[config.mk]
export PLATFORM = sky130hd
export DESIGN_NAME = pbus_lcd_writer
export DESIGN_NICKNAME = d
export VERILOG_FILES = /design/src/rtl/lcdw_pkg.sv /design/src/rtl/lcdw_regs.sv /design/src/rtl/lcdw_trig.sv /design/src/rtl/lcdw_seq.sv /design/src/rtl/pbus_lcd_writer.sv
export SDC_FILE = /design/constraint.sdc
export NUM_CORES = 1
export LEC_CHECK = 0
export BUFFER_PORTS_ARGS = -buffer_cell sky130_fd_sc_hd__buf_4
export CORE_ASPECT_RATIO = 0.9
export CORE_MARGIN = 5
export CORE_UTILIZATION = 45
export DETAILED_ROUTE_END_ITERATION = 12
export HOLD_SLACK_MARGIN = 0.15
export PLACE_DENSITY_LB_ADDON = 0.3
export SYNTH_ARGS = -nofsm -noshare
export SYNTH_HDL_FRONTEND = slang
export SYNTH_SLANG_ARGS = --single-unit
[constraint.sdc]
create_clock -name clk -period 2.65 [get_ports clk]
set_clock_uncertainty 0.1 [all_clocks]
set_input_delay 0.795 -clock clk [delete_from_list [all_inputs] [get_ports clk]]
set_output_delay 0.795 -clock clk [all_outputs]
set_load 0.05 [all_outputs]
[src/rtl/lcdw_pkg.sv]
package lcdw_pkg;
  localparam int CNT_W  = 4;
  localparam int ADDR_W = 3;

  // register addresses
  localparam logic [ADDR_W-1:0] A_TIMING = 3'd0;
  localparam logic [ADDR_W-1:0] A_TRIG   = 3'd1;
  localparam logic [ADDR_W-1:0] A_FLEN   = 3'd2;
  localparam logic [ADDR_W-1:0] A_UPDATE = 3'd3;
  localparam logic [ADDR_W-1:0] A_IRQACK = 3'd4;

  // trigger word bits
  localparam int TB_MODE   = 0;
  localparam int TB_CMD    = 1;
  localparam int TB_HWEN   = 3;
  localparam int TB_HWMASK = 4;
  localparam int TB_PERTE  = 31;

  typedef enum logic [2:0] {
    PH_IDLE, PH_CSS, PH_FETCH, PH_WSU, PH_ACT, PH_HOLD
  } phase_e;

  typedef struct packed {
    logic [CNT_W-1:0] cs_setup;
    logic [CNT_W-1:0] wr_setup;
    logic [CNT_W-1:0] wr_active;
    logic [CNT_W-1:0] wr_hold;
  } wtiming_t;

  localparam wtiming_t TIMING_DEFAULT = '{cs_setup: '0, wr_setup: '0,
                                          wr_active: CNT_W'(1), wr_hold: '0};

  // strobe-low phase is never shorter than one cycle
  function automatic logic [CNT_W-1:0] strobe_len(input logic [CNT_W-1:0] a);
    return (a == '0) ? CNT_W'(1) : a;
  endfunction
endpackage

[src/rtl/lcdw_regs.sv]
module lcdw_regs import lcdw_pkg::*; #(
  parameter int LEN_W = 12
) (
  input  logic              clk,
  input  logic              rst_n,
  input  logic              reg_wr,
  input  logic [ADDR_W-1:0] reg_addr,
  input  logic [31:0]       reg_wdata,
  output wtiming_t          tim,
  output logic              if_en,
  output logic              hw_en,
  output logic              hw_mask,
  output logic              per_te,
  output logic [LEN_W-1:0]  flen,
  output logic              sw_go,
  output logic              upd_inc,
  output logic              irq_ack
);
  logic sel_tim, sel_trig, sel_flen;
  logic unused_wdata;

  assign sel_tim  = reg_wr && (reg_addr == A_TIMING);
  assign sel_trig = reg_wr && (reg_addr == A_TRIG);
  assign sel_flen = reg_wr && (reg_addr == A_FLEN);

  always_ff @(posedge clk) begin
    if (!rst_n) begin
      tim     <= TIMING_DEFAULT;
      if_en   <= 1'b0;
      hw_en   <= 1'b0;
      hw_mask <= 1'b0;
      per_te  <= 1'b0;
      flen    <= '0;
    end else begin
      if (sel_tim) begin
        tim.cs_setup  <= reg_wdata[19:16];
        tim.wr_setup  <= reg_wdata[15:12];
        tim.wr_active <= reg_wdata[11:8];
        tim.wr_hold   <= reg_wdata[7:4];
        if_en         <= reg_wdata[0];
      end
      if (sel_trig) begin
        hw_en   <= reg_wdata[TB_HWEN];
        hw_mask <= reg_wdata[TB_HWMASK];
        per_te  <= reg_wdata[TB_PERTE];
      end
      if (sel_flen) flen <= reg_wdata[LEN_W-1:0];
    end
  end

  // single-cycle command pulses taken straight from the write
  assign sw_go   = sel_trig && reg_wdata[TB_CMD] && reg_wdata[TB_MODE];
  assign upd_inc = reg_wr && (reg_addr == A_UPDATE) && reg_wdata[0];
  assign irq_ack = reg_wr && (reg_addr == A_IRQACK) && reg_wdata[0];

  assign unused_wdata = ^reg_wdata;
endmodule

[src/rtl/lcdw_trig.sv]
module lcdw_trig #(
  parameter int PEND_W = 4
) (
  input  logic              clk,
  input  logic              rst_n,
  input  logic              te_in,
  input  logic              if_en,
  input  logic              hw_en,
  input  logic              hw_mask,
  input  logic              per_te,
  input  logic              sw_go,
  input  logic              upd_inc,
  input  logic              busy,
  output logic              start,
  output logic [PEND_W-1:0] pend_cnt
);
  localparam logic [PEND_W-1:0] PEND_MAX = {PEND_W{1'b1}};

  logic [2:0] te_sh;
  logic       te_rise, te_go, consume;

  function automatic logic [PEND_W-1:0] pend_step(input logic [PEND_W-1:0] c,
                                                  input logic inc, input logic dec);
    if (inc && !dec && c != PEND_MAX) return c + 1'b1;
    if (dec && !inc && c != '0)       return c - 1'b1;
    return c;
  endfunction

  always_ff @(posedge clk) begin
    if (!rst_n) te_sh <= '0;
    else        te_sh <= {te_sh[1:0], te_in};
  end

  assign te_rise = te_sh[1] && !te_sh[2];
  assign te_go   = te_rise && hw_en && !hw_mask && (!per_te || pend_cnt != '0);
  assign start   = if_en && !busy && (sw_go || te_go);
  // a TE start in per-pulse mode uses up one pending update
  assign consume = start && !sw_go && te_go && per_te;

  always_ff @(posedge clk) begin
    if (!rst_n) pend_cnt <= '0;
    else        pend_cnt <= pend_step(pend_cnt, upd_inc, consume);
  end
endmodule

[src/rtl/lcdw_seq.sv]
module lcdw_seq import lcdw_pkg::*; #(
  parameter int DATA_W = 16,
  parameter int LEN_W  = 12
) (
  input  logic              clk,
  input  logic              rst_n,
  input  logic              start,
  input  wtiming_t          tim,
  input  logic [LEN_W-1:0]  flen,
  input  logic              px_valid,
  input  logic [DATA_W-1:0] px_data,
  output logic              px_ready,
  output logic              cs_n,
  output logic              wr_n,
  output logic [DATA_W-1:0] bus_data,
  output logic              busy,
  output logic              frame_done
);
  phase_e           ph, ph_nx;
  logic [CNT_W-1:0] cnt, cnt_nx;
  logic [LEN_W-1:0] rem;
  logic             last_px;
  logic             fetch_ok, cnt_end;
  logic [DATA_W-1:0] dreg;

  assign fetch_ok = (ph == PH_FETCH) && px_valid;
  assign cnt_end  = (cnt == CNT_W'(1));

  always_comb begin
    ph_nx      = ph;
    cnt_nx     = (cnt != '0) ? cnt - 1'b1 : cnt;
    frame_done = 1'b0;
    unique case (ph)
      PH_IDLE: if (start) begin
        if (tim.cs_setup != '0) begin ph_nx = PH_CSS; cnt_nx = tim.cs_setup; end
        else ph_nx = PH_FETCH;
      end
      PH_CSS: if (cnt_end) ph_nx = PH_FETCH;
      PH_FETCH: if (px_valid) begin
        if (tim.wr_setup != '0) begin ph_nx = PH_WSU; cnt_nx = tim.wr_setup; end
        else begin ph_nx = PH_ACT; cnt_nx = strobe_len(tim.wr_active); end
      end
      PH_WSU: if (cnt_end) begin
        ph_nx  = PH_ACT;
        cnt_nx = strobe_len(tim.wr_active);
      end
      PH_ACT: if (cnt_end) begin
        if (tim.wr_hold != '0) begin ph_nx = PH_HOLD; cnt_nx = tim.wr_hold; end
        else if (last_px) begin ph_nx = PH_IDLE; frame_done = 1'b1; end
        else ph_nx = PH_FETCH;
      end
      PH_HOLD: if (cnt_end) begin
        if (last_px) begin ph_nx = PH_IDLE; frame_done = 1'b1; end
        else ph_nx = PH_FETCH;
      end
      default: ph_nx = PH_IDLE;
    endcase
  end

  always_ff @(posedge clk) begin
    if (!rst_n) begin
      ph      <= PH_IDLE;
      cnt     <= '0;
      rem     <= '0;
      last_px <= 1'b0;
      dreg    <= '0;
    end else begin
      ph  <= ph_nx;
      cnt <= cnt_nx;
      if (ph == PH_IDLE && start) rem <= flen;
      if (fetch_ok) begin
        dreg    <= px_data;
        last_px <= (rem == '0);
        if (rem != '0) rem <= rem - 1'b1;
      end
    end
  end

  assign busy     = (ph != PH_IDLE);
  assign cs_n     = !busy;
  assign wr_n     = (ph != PH_ACT);
  assign px_ready = fetch_ok;
  assign bus_data = dreg;
endmodule

[src/rtl/pbus_lcd_writer.sv]
module pbus_lcd_writer import lcdw_pkg::*; #(
  parameter int DATA_W = 16,
  parameter int LEN_W  = 12,
  parameter int PEND_W = 4
) (
  input  logic              clk,
  input  logic              rst_n,
  input  logic              reg_wr,
  input  logic [ADDR_W-1:0] reg_addr,
  input  logic [31:0]       reg_wdata,
  input  logic              px_valid,
  input  logic [DATA_W-1:0] px_data,
  output logic              px_ready,
  output logic              cs_n,
  output logic              wr_n,
  output logic [DATA_W-1:0] bus_data,
  input  logic              te_in,
  output logic              irq
);
  wtiming_t          tim;
  logic              if_en, hw_en, hw_mask, per_te;
  logic [LEN_W-1:0]  flen;
  logic              sw_go, upd_inc, irq_ack;
  logic              start, busy, frame_done;
  logic [PEND_W-1:0] pend_cnt;

  lcdw_regs #(.LEN_W(LEN_W)) u_regs (
    .clk(clk), .rst_n(rst_n), .reg_wr(reg_wr), .reg_addr(reg_addr),
    .reg_wdata(reg_wdata), .tim(tim), .if_en(if_en), .hw_en(hw_en),
    .hw_mask(hw_mask), .per_te(per_te), .flen(flen), .sw_go(sw_go),
    .upd_inc(upd_inc), .irq_ack(irq_ack)
  );

  lcdw_trig #(.PEND_W(PEND_W)) u_trig (
    .clk(clk), .rst_n(rst_n), .te_in(te_in), .if_en(if_en), .hw_en(hw_en),
    .hw_mask(hw_mask), .per_te(per_te), .sw_go(sw_go), .upd_inc(upd_inc),
    .busy(busy), .start(start), .pend_cnt(pend_cnt)
  );

  lcdw_seq #(.DATA_W(DATA_W), .LEN_W(LEN_W)) u_seq (
    .clk(clk), .rst_n(rst_n), .start(start), .tim(tim), .flen(flen),
    .px_valid(px_valid), .px_data(px_data), .px_ready(px_ready),
    .cs_n(cs_n), .wr_n(wr_n), .bus_data(bus_data), .busy(busy),
    .frame_done(frame_done)
  );

  // done wins over a same-cycle acknowledge
  always_ff @(posedge clk) begin
    if (!rst_n)          irq <= 1'b0;
    else if (frame_done) irq <= 1'b1;
    else if (irq_ack)    irq <= 1'b0;
  end
endmodule

**Word level (Yosys, flattened, before mapping)**

Index checks and enable logic that the tools add are counted.

- Bits in registers: 76
- Output and inout bits: 20

- Add/sub/neg operators: 4
- Multiplexer cells: 40
- Reductions and logical operators: 47
- Equal/unequal tests: 18

Operators by type and width:

| operator | number |
|---|---|
| 4-bit two-way mux | 13 |
| 12-bit two-way mux | 3 |
| 1-bit logical AND | 24 |
| 3-bit two-way mux | 8 |
| 4-bit nonzero test | 5 |
| 3-bit one-hot mux with 6 select lines | 1 |
| 4-bit one-hot mux with 4 select lines | 1 |
| 3-bit by 2-bit equality test with 1-bit output, second input constant | 4 |
| 12-bit logical NOT | 1 |
| 12-bit nonzero test | 1 |
| 12-bit by 1-bit subtractor with 12-bit output, second input constant | 1 |
| 1-bit two-way mux | 11 |
| 2-bit by 1-bit != test with 1-bit output, second input constant | 5 |
| 3-bit equality test, second input constant | 3 |
| 4-bit by 1-bit subtractor with 4-bit output, second input constant | 2 |
| 1-bit logical NOT | 7 |
| 3-bit by 1-bit equality test with 1-bit output, second input constant | 2 |
| 3-bit logical NOT | 2 |
| 6-bit AND reduction | 1 |
| 4-bit by 1-bit adder with 4-bit output, second input constant | 1 |
| 4-bit by 1-bit equality test with 1-bit output, second input constant | 1 |
| 4-bit logical NOT | 1 |
| 2-bit two-way mux | 2 |
| 4-bit != test, second input constant | 1 |
| 6 further kinds | 8 |

**Longest topological paths before layout**

- Depth after elaboration: 19
- Gate-level depth with buffers: 9

**Cells and area by module**

From an unflattened synthesis, not the netlist that was laid out.

- Cells, all modules: 480
- Area total of the unflattened synthesis: 4012.6 um2

Modules (own cells, without submodules):

| module | area an instance (um2) | cells an instance | times used |
|---|---|---|---|
| lcdw_seq | 2199.6 | 289 | 1 |
| lcdw_regs | 1298.7 | 135 | 1 |
| lcdw_trig | 473.0 | 53 | 1 |
| pbus_lcd_writer | 41.3 | 3 | 1 |

**Worst setup path before layout**

Ideal clock, no wire load.

- Kind: input -> output
- From: input px_valid
- To: output px_ready
- Arrival: 1.981 ns
- Stages: 4
- Required time: 1.755 ns
- Slack: -0.226 ns
- Path buffers: 1
- Cells stage by stage: nor2b_1 > nand2_1 > clkinv_1 > buf_1

- Longest elaborated chain between the ends: 1

RTL lines:

| what | line | source |
|---|---|---|
| from (decl) | pbus_lcd_writer.sv:11 | `input logic px_valid,` |
| 1-bit logical AND | lcdw_seq.sv:26 | `assign fetch_ok = (ph == PH_FETCH) && px_valid;` |
| to (decl) | pbus_lcd_writer.sv:13 | `output logic px_ready,` |

Every way passes these cells.

**Final worst setup path**

Same ends and word-level chain as after synthesis.

==> results.toml <==
[floorplanning]
die_x_um = 105
die_h_um = 95.2
initial_core_util_pct = 45.7
core_area_um2 = 7950
die-area_um2 = 9970
io_pins = 76
num_rows = 31

[routing]
drt_first_pass_iters = 5
routed-via-count = 3516
route.met3.wl_um = 783
wirelength_met1_um = 4050
highest-signal-layer = "met4"
drt-wirelength-per-cell_um = 14.7
routed-wl-met2_um = 4280
drt_wl_total_um = 9260
routed_via_density = 5.57
ant_nets = 0
drt_iter0_drcs = 206
drt_drc_violations_left = 0

[placement]
post-place-ws_ns = 0.0253
total_half_perimeter_wirelength_after_legalization_and_detailed_placement_um = 7020
gp_routability_congestion = 0.848
place.port_buffers = 64

[pwr]
max-vdd-ir-drop_mv = 0.369
total_power_uw = 2450
total_leakage_power_uw = 0.00168
power_density_nw_per_um2 = 549

[setup_path]
setup.worst_path.start_class = "primary input"
critical_path_s_top_delay_family = "buffers and inverters"
timing.critical_path.slowest_stage_cell = "sky130_fd_sc_hd__buf_4"
worst-path-buf-inv = 3
crit_path_frequent_cell = "sky130_fd_sc_hd__buf_4"
worst_setup_path_end_kind = "output pin"
worst_path_maximum_fanout = 6
cpPeakStageDelay_ns = 0.29
setup.worst_path.class = "in -> out"
cp_cell_sequence = "buf_4, nor2b_1, nand2_1, clkinv_1, buf_4"
critPathRequiredTime_ns = 1.76
critical_path_arrival_ns = 1.70
worstReg2RegStart = "u_seq.rem[0]"
crit_path_start = "px_valid"

[cts]
postCtsHoldBufs = 0
post_cts_buffers = 0
clk-insertion-delay-late_ns = 0.35
cts-root-buf = "sky130_fd_sc_hd__clkbuf_8"
cts.htree.levels = 3
cts_buffers = 9
cts_tree = "yes"
cts.path.max_buffers = 2
cts_resized = 0
path_clk_slew_ns = 0.07
cts_sinks = 76

[timing]
worst_slew_margin_rel_pct = 44.3
hold_violations = 0
tns_ns = 0
finalMaxSlewViolations = 0
setup_violations = 0
rsz0062_at_grt = "false"
worst_tran_pin_value_ns = 0.829
setup_ws_ns = 0.0568
share_of_the_clock_period_used_by_the_worst_path_after_layout_pct = 97.9
fmax_mhz = 386
period_minus_slack_ns = 2.59

[synth]
netlist_instances = 458
synth_ff_type = "sky130_fd_sc_hd__dfxtp_1"
ys_warn_count = 0
synth.net_count = 522
synth.avg_cell_area_um2 = 7.93
edff_count_synth = 0
ys_seq_elements = 76
yosysUniqueCellTypes = 61
synth.yosys.seq_area_share_pct = 41.9
postSynth.asyncResetShare_pct = 0
netlist_area_um2 = 3630

[final_layout]
filler_cell_count = 730
syn2layout_area_growth_pct = 23.1
layout_cell_share_with_drive_strength_beyond_1_pct = 20.5
layout.nets = 591
antenna_cells = 0

[hold_path]
worstHoldPathType = "reg -> reg"
hold_path.startpoint = "u_trig.te_sh[0]"

[global_route]
gr-total-overflow = 0
grt_first_pass_wirelength_um = 15400
grt_start_max_net_pins = 44
grt_antenna_before_repair = 0
grt_pass1_vias = 3268
track_usage_pct = 19.0

[run_status]
status = "completed"

[job]
max_cap_viol_count = 0
-- logic make-up after synthesis --
group	after synthesis	synth area share, %
DFF	76	41.9
and+or+nand+nor	190	24.8
AOI/OAI and AO/OA	132	22.8
xor gates and xnor gates	1	0.241
buffers and inverters	42	4.89
muxes	9	2.55
adders and majority gates	8	2.76
-- layer usage --
layer | global-route usage, % | vias to the layer above
li1 | - | 1760
met1 | 23.4 | 1623
met2 | 30.7 | 119
met3 | 6.16 | 14
met4 | 8.09 | 0
met5 | 0 | -
-- power breakdown --
group          switching (µW)  internal [µW]  total (µW)
Sequential               38.5           1180        1220
Combinational             217            203         421
Clock                     419            393         811
Total                     675           1780        2450
-- final cells by class --
| cell class | count | area (µm²) | share of cell area [%] |
|---|---|---|---|
| clock buffer | 13 | 159 | 3.55 |
| clock inverter | 3 | 21.3 | 0.476 |
| inverter | 17 | 63.8 | 1.43 |
| multi-input combinational | 340 | 1940 | 43.5 |
| sequential | 76 | 1520 | 34.1 |
| tap | 99 | 124 | 2.77 |
| timing repair buffer | 83 | 636 | 14.2 |
-- stage by stage --
step	instance area (µm²)	cells	hold slack (ns)	utilization, %
6_report	4470	631	0.339	56.2
5_1_grt	4470	631	0.372	56.2
4_1_cts	4470	631	0.341	56.2
3_5_place_dp	4290	615	0.320	53.9
3_3_place_gp	4290	615	0.320	53.9
2_1_floorplan	3640	458	0.312	-
-- placed cells by master (no fill, tap or decap), drive strengths merged, types with 4 or more instances in the layout --
master / synthesis / final
a211o: 4 / 4
a21oi: 70 / 70
a22oi: 4 / 4
a32oi: 6 / 6
and2: 8 / 8
buf: 6 / 83
clkbuf: 18 / 13
clkinv: 2 / 4
dfxtp: 76 / 76
ha: 8 / 8
inv: 15 / 15
mux2i: 7 / 7
nand2: 103 / 103
nand2b: 8 / 8
nand3: 14 / 14
nor2: 19 / 19
nor2b: 6 / 6
nor3: 7 / 7
nor3b: 6 / 6
nor4: 4 / 4
o21ai: 11 / 11
-- state kept, by name (all words and copies together), names as in the netlist --
signal           count
irq                  1
u_regs.flen         12
u_regs.hw_en         1
u_regs.hw_mask       1
u_regs.if_en         1
u_regs.per_te        1
u_regs.tim          16
u_seq.bus_data      16
u_seq.cnt            4
u_seq.last_px        1
u_seq.ph             3
u_seq.rem           12
u_trig.pend_cnt      4
u_trig.te_sh         3
-- cells in the mapped netlist (8+ instances only) --
| cell type | count | area, µm² |
|---|---|---|
| sky130_fd_sc_hd__inv_1 | 15 | 56.3 |
| sky130_fd_sc_hd__a21oi_1 | 70 | 350 |
| sky130_fd_sc_hd__o21ai_0 | 11 | 55.1 |
| sky130_fd_sc_hd__nand2_1 | 103 | 387 |
| sky130_fd_sc_hd__dfxtp_1 | 76 | 1520 |
| sky130_fd_sc_hd__ha_1 | 8 | 100 |
| sky130_fd_sc_hd__nor2_1 | 19 | 71.3 |
| sky130_fd_sc_hd__nand2b_1 | 8 | 50.1 |
| sky130_fd_sc_hd__clkbuf_1 | 18 | 67.6 |
| sky130_fd_sc_hd__nand3_1 | 14 | 70.1 |
| sky130_fd_sc_hd__and2_1 | 8 | 50.1 |
-- path summary, 6_finish.rpt --
check	cells after the start	endpoint	slack, ns
setup / recovery	5	px_ready	0.06
hold / removal	1	u_trig.te_sh[1]	0.34
setup reg to reg	7	u_seq.rem[7]	0.16
hold reg to reg	1	u_trig.te_sh[1]	0.34
Power figures use the tool's default switching activity.
